==> src/rtl/pcm_retimer_pkg.sv <==
package pcm_retimer_pkg;
  typedef struct packed {
    logic clk;
    logic data;
  } line_smp_t;

  localparam int NUM_DET  = 2;
  localparam int DET_DATA = 0;
  localparam int DET_CLK  = 1;
endpackage

==> src/rtl/pcm_sync.sv <==
module pcm_sync #(
  parameter int WIDTH  = 2,
  parameter int STAGES = 2
) (
  input  logic             clk_i,
  input  logic             rst_ni,
  input  logic [WIDTH-1:0] d_i,
  output logic [WIDTH-1:0] q_o
);
  logic [WIDTH-1:0] stg_q [STAGES];

  for (genvar i = 0; i < STAGES; i++) begin : g_stg
    always_ff @(posedge clk_i or negedge rst_ni) begin
      if (!rst_ni) stg_q[i] <= '0;
      else if (i == 0) stg_q[i] <= d_i;
      else stg_q[i] <= stg_q[(i == 0) ? 0 : i-1];
    end
  end

  assign q_o = stg_q[STAGES-1];
endmodule

==> src/rtl/pcm_retime_core.sv <==
module pcm_retime_core
  import pcm_retimer_pkg::*;
(
  input  logic               clk_i,
  input  logic               rst_ni,
  input  line_smp_t          smp_i,
  output logic               retimed_no,
  output logic               clk_o,
  output logic [NUM_DET-1:0] trig_o
);
  logic clk_q, cap_q, rise;

  assign rise = smp_i.clk & ~clk_q;

  always_ff @(posedge clk_i or negedge rst_ni) begin
    if (!rst_ni) begin
      clk_q <= 1'b0;
      cap_q <= 1'b0;
    end else begin
      clk_q <= smp_i.clk;
      if (rise) cap_q <= smp_i.data;
    end
  end

  // data trigger: captured bit 0->1, i.e. inverted output falls
  assign trig_o[DET_DATA] = rise & smp_i.data & ~cap_q;
  assign trig_o[DET_CLK]  = rise;
  assign retimed_no = ~cap_q;
  assign clk_o      = clk_q;
endmodule

==> src/rtl/pcm_act_det.sv <==
module pcm_act_det #(
  parameter int unsigned WIN_CYC = 7200
) (
  input  logic clk_i,
  input  logic rst_ni,
  input  logic trig_i,
  output logic active_o
);
  localparam int CW = $clog2(WIN_CYC + 1);

  logic [CW-1:0] cnt_q;

  always_ff @(posedge clk_i or negedge rst_ni) begin
    if (!rst_ni)              cnt_q <= '0;
    else if (trig_i)          cnt_q <= CW'(WIN_CYC);
    else if (cnt_q != '0)     cnt_q <= cnt_q - 1'b1;
  end

  assign active_o = (cnt_q != '0);
endmodule

==> src/rtl/pcm_alarm_comb.sv <==
module pcm_alarm_comb #(
  parameter int N = 2
) (
  input  logic [N-1:0] active_i,
  output logic         fail_o,
  output logic         lamp_o
);
  assign fail_o = ~(&active_i);
  assign lamp_o = &active_i;
endmodule

==> src/rtl/pcm_retimer_alarm.sv <==
module pcm_retimer_alarm
  import pcm_retimer_pkg::*;
#(
  parameter int unsigned WIN_CYC     = 7200,
  parameter int          SYNC_STAGES = 2
) (
  input  logic sys_clk_i,
  input  logic rst_ni,
  input  logic line_clk_i,
  input  logic line_data_i,
  output logic retimed_data_no,
  output logic clk_o,
  output logic data_active_o,
  output logic clk_active_o,
  output logic link_fail_o,
  output logic lamp_on_o
);
  localparam int SW = $bits(line_smp_t);

  line_smp_t          raw, smp;
  logic [NUM_DET-1:0] trig, active;

  assign raw.clk  = line_clk_i;
  assign raw.data = line_data_i;

  pcm_sync #(.WIDTH(SW), .STAGES(SYNC_STAGES)) u_sync (
    .clk_i (sys_clk_i),
    .rst_ni(rst_ni),
    .d_i   (raw),
    .q_o   (smp)
  );

  pcm_retime_core u_core (
    .clk_i     (sys_clk_i),
    .rst_ni    (rst_ni),
    .smp_i     (smp),
    .retimed_no(retimed_data_no),
    .clk_o     (clk_o),
    .trig_o    (trig)
  );

  for (genvar d = 0; d < NUM_DET; d++) begin : g_det
    pcm_act_det #(.WIN_CYC(WIN_CYC)) u_det (
      .clk_i   (sys_clk_i),
      .rst_ni  (rst_ni),
      .trig_i  (trig[d]),
      .active_o(active[d])
    );
  end

  pcm_alarm_comb #(.N(NUM_DET)) u_alarm (
    .active_i(active),
    .fail_o  (link_fail_o),
    .lamp_o  (lamp_on_o)
  );

  assign data_active_o = active[DET_DATA];
  assign clk_active_o  = active[DET_CLK];
endmodule

==> config.mk <==
export PLATFORM = sky130hd
export DESIGN_NAME = pcm_retimer_alarm
export DESIGN_NICKNAME = d
export VERILOG_FILES = /design/src/rtl/pcm_retimer_pkg.sv /design/src/rtl/pcm_sync.sv /design/src/rtl/pcm_retime_core.sv /design/src/rtl/pcm_act_det.sv /design/src/rtl/pcm_alarm_comb.sv /design/src/rtl/pcm_retimer_alarm.sv
export SDC_FILE = /design/constraint.sdc
export NUM_CORES = 1
export LEC_CHECK = 0
export ABC_AREA = 1
export CAP_MARGIN = 20
export CORE_MARGIN = 1.5
export CORE_UTILIZATION = 40
export DETAILED_ROUTE_END_ITERATION = 6
export PLACE_DENSITY = 0.57
export REMOVE_ABC_BUFFERS = 1
export SYNTH_ARGS = -nofsm -noshare
export SYNTH_HDL_FRONTEND = slang
export SYNTH_SLANG_ARGS = --single-unit
export TNS_END_PERCENT = 30
==> constraint.sdc <==
create_clock -name sys_clk_i -period 3.3 [get_ports sys_clk_i]
set_input_delay 0.66 -clock sys_clk_i [delete_from_list [all_inputs] [get_ports sys_clk_i]]
set_output_delay 0.66 -clock sys_clk_i [all_outputs]
set_load 0.02 [all_outputs]
==> impl_metrics.csv <==
group,metric,value,unit
global_routing,grt_overflow,0,
floorplanning,die_h,70.7,um
detailed_routing,via_per_inst,4.81,
cells_and_area,stdcell_count,319,
floorplanning,start_util,41.8,%
pwr,swShare,42.4,%
worst_setup_path,crit_slowest_cell,"clkdlybuf4s50_1",
sta,worst_pin_slew,0.492,ns
global_routing,track_usage,17.1,%
worst_setup_path,worstPathMaxFanout,3,
sta,fmax,0.371,GHz
cells_and_area,area_delta_synth_final,13.2,%
worst_setup_path,cpPeakStageDelay,0.60,ns
sta,final.min_clock_period,2.70,ns
sta,fin_setup_tns,0,ns
sta,finalMaxSlewViolations,0,
detailed_routing,first_iter_violations,88,
pwr,p_per_area,709,mW/mm^2
min_path,whs_path_depth,0,
global_routing,grt_antenna_before_repair,0,
min_path,hp-start,"u_sync.stg_q[3]",
synth,synth.yosys.seq_area_share,43.7,%
synth,yosysTopAreaCellShare,43.7,%
detailed_routing,wl_met1,1750,um
place,place.gp.congestion,0.794,
clock_tree,post_cts_buffers,0,
place,dp_cells,311,
synth,ys_warn_count,0,
place,io_buffer_count,9,
pwr,vdd_drop_max,0.000466,V
min_path,min_path_type,"flip-flop to flip-flop",
detailed_routing,wl_met2,1870,um
synth,ys_async_sr_fraction,100,%
synth,syn_avg_cell_area,7.31,sq um
floorplanning,coreArea,0.00438,sq mm
cells_and_area,postLayoutCellArea,0.00208,sq mm
worst_setup_path,rr_worst_depth,6,
sta,hold_violations,0,
synth,synth_edf_count,0,
clock_tree,cts_resized,0,
cells_and_area,nFillCells,449,
detailed_routing,top_layer_used,"met4",
worst_setup_path,worst-setup-path-type,"flip-flop to output pin",
detailed_routing,ant_nets,0,
worst_setup_path,required,2.64,ns
worst_setup_path,endpoint_kind,"output pin",
status,status,"finished, final reports clean",
worst_setup_path,timing.rr.start,"u_core.clk_o",
worst_setup_path,crit_buf_inv,2,
global_routing,grt_pass1_wl,6600,um
pwr,power_leakage,1.04,nW
floorplanning,io_pins,10,
global_routing,grt_max_degree,33,
clock_tree,hold_buffers,0,
worst_setup_path,crit_top_cell,"nand2_1",
sta,skew,0.00580,ns
sta,fin_crit_sh,81.7,%
synth,yosysMostFrequentCell,"nand2_1",
detailed_routing,routed-wl-met3,79,um
place,hpwl,2840,um
detailed_routing,firstDrtPassIters,4,
min_path,whs_endpoint,"u_sync.q_o[1]",
pwr,p_seq_share,41.9,%
clock_tree,path_clk_slew,0.07,ns
sta,setup_viol,0,
worst_setup_path,rrSetupSlack,1.62,ns
worst_setup_path,crit_cells,7,
floorplanning,die_area,0.00500,sq mm
synth,ys.flop_type,"dfrtp_1",
job,cap_violations,0,
sta,slew_headroom,67.1,%
worst_setup_path,r2r-end,"g_det[0].u_det.cnt_q[0]",
place,placed_area,0.00198,sq mm
pwr,clock_power_share,21.7,%
synth,synth_top_cell_by_area,"dfrtp_1",
clock_tree,h-tree-depth,2,
pwr,p_sw,0.624,mW
sta,rsz0062_at_grt,"false",
synth,synthDistinctLibCells,20,
detailed_routing,via_count,1534,
floorplanning,std_cell_rows,24,
synth,netlist_area,0.00183,sq mm
worst_setup_path,cp.arrival,2.04,ns
clock_tree,clock_sinks,32,
synth,synth_commonest_cells,"nand2_1 (64), inv_1 (41), nor2_1 (34)",
pwr,combPwrFrac,36.5,%
worst_setup_path,cp_cell_sequence,"inv_1, ha_1, nand2_1, nor3b_1, nand2_1, nand2_1, clkdlybuf4s50_1",
clock_tree,cts.path.max_buffers,2,
clock_tree,cts_tree,"done",
clock_tree,insertion_delay,0.30,ns
floorplanning,die_w,70.7,um
cells_and_area,diodes,0,
synth,ys_top_cells_by_area,"dfrtp_1 (44%), nand2_1 (13%), inv_1 (8.4%)",
clock_tree,cts_buffers,5,
detailed_routing,drc,0,
pwr,p_int,0.849,mW
detailed_routing,wirelength,3790,um
cells_and_area,nets,274,
global_routing,grt_pass1_vias,1430,
synth,synth-seq-cells,32,
detailed_routing,wire_per_inst,11.9,um
worst_setup_path,critPathLaunchType,"flip-flop",
worst_setup_path,critPathTopFamily,"buffers and inverters",
clock_tree,cts_root_buf,"clkbuf_8",
cells_and_area,drive_gt1_share,10.5,%
synth,netlist_instances,251,
==> cell usage in the layout, fill, tap and decap left out, types with 4 or more instances in the layout <==
cell type         n
nand2_1          64
clkdlybuf4s50_1   9
dfrtp_1          32
o21ai_0           9
nand2_2           6
nand4_1           7
inv_1            41
clkbuf_8          5
nand3_1          26
a21oi_1           6
ha_1              4
nor2_1           34
nor2_2            6
nor2_4            6
==> registers in the layout (all words and copies together) (netlist names) <==
signal	cells
g_det.u_det.cnt_q	26
u_core.cap_q	1
u_core.clk_o	1
u_sync.q_o	2
u_sync.stg_q	2
==> worst register-to-register path, delay by kind of cell (launching register included) <==
kind            cells  cell delay, ns
buf+inv             1            0.30
flops               1            0.41
compound gates      1            0.08
simple gates        4            0.79
==> cells by family after synthesis <==
group | count (synthesis) | synth area share (%)
DFF | 32 | 43.7
xor gates and xnor gates | 1 | 0.478
buffers and inverters | 43 | 9.07
and+or+nand+nor | 154 | 39.2
adders and majority gates | 4 | 2.73
AOI/OAI and AO/OA | 17 | 4.91
==> power by group through the flow <==
| stage | Combinational (mW) | Sequential, mW | Clock (mW) |
|---|---|---|---|
| after floorplan | 0.437 | 0.600 | 0 |
| after global placement | 0.542 | 0.622 | 0 |
| after detailed placement | 0.540 | 0.623 | 0 |
| after CTS | 0.543 | 0.616 | 0.330 |
| after global routing | 0.632 | 0.636 | 0.343 |
| final | 0.537 | 0.617 | 0.320 |
==> how the worst max path moves through the flow <==
stage                  end                    start
2_1_floorplan    lamp_on_o  g_det[1].u_det.cnt_q[0]
3_3_place_gp   link_fail_o  g_det[1].u_det.cnt_q[0]
3_5_place_dp   link_fail_o  g_det[1].u_det.cnt_q[0]
4_1_cts        link_fail_o  g_det[1].u_det.cnt_q[0]
5_1_grt        link_fail_o  g_det[1].u_det.cnt_q[0]
6_report       link_fail_o  g_det[1].u_det.cnt_q[0]
==> area by class of cell <==
cell class,count,area [sq um],area share (%)
clock buffers,5,68.8,3.31
clock inverters,3,23.8,1.14
inverters,41,154,7.41
multi-input cells,176,867,41.7
flip-flops and latches,32,801,38.6
well taps,52,65.1,3.13
repair buffers,10,97.6,4.70
==> routing by layer <==
metal	GRT usage (%)	vias up
li1	-	812
met1	20.7	706
met2	28.7	8
met3	3.42	8
met4	8.81	0
met5	0	-
==> per-stage QoR <==
stage / util (%) / hold WS (ns) / power (mW) / setup slack, ns
6_report: 47.4 / 0.351 / 1.47 / 0.603
3_3_place_gp: 45.3 / 0.335 / 1.16 / 0.954
3_5_place_dp: 45.3 / 0.335 / 1.16 / 0.921
4_1_cts: 47.4 / 0.352 / 1.49 / 0.591
2_1_floorplan: - / 0.331 / 1.04 / 1.24
5_1_grt: 47.4 / 0.375 / 1.61 / 0.414
Note: power is estimated with default switching activity, not from simulation.
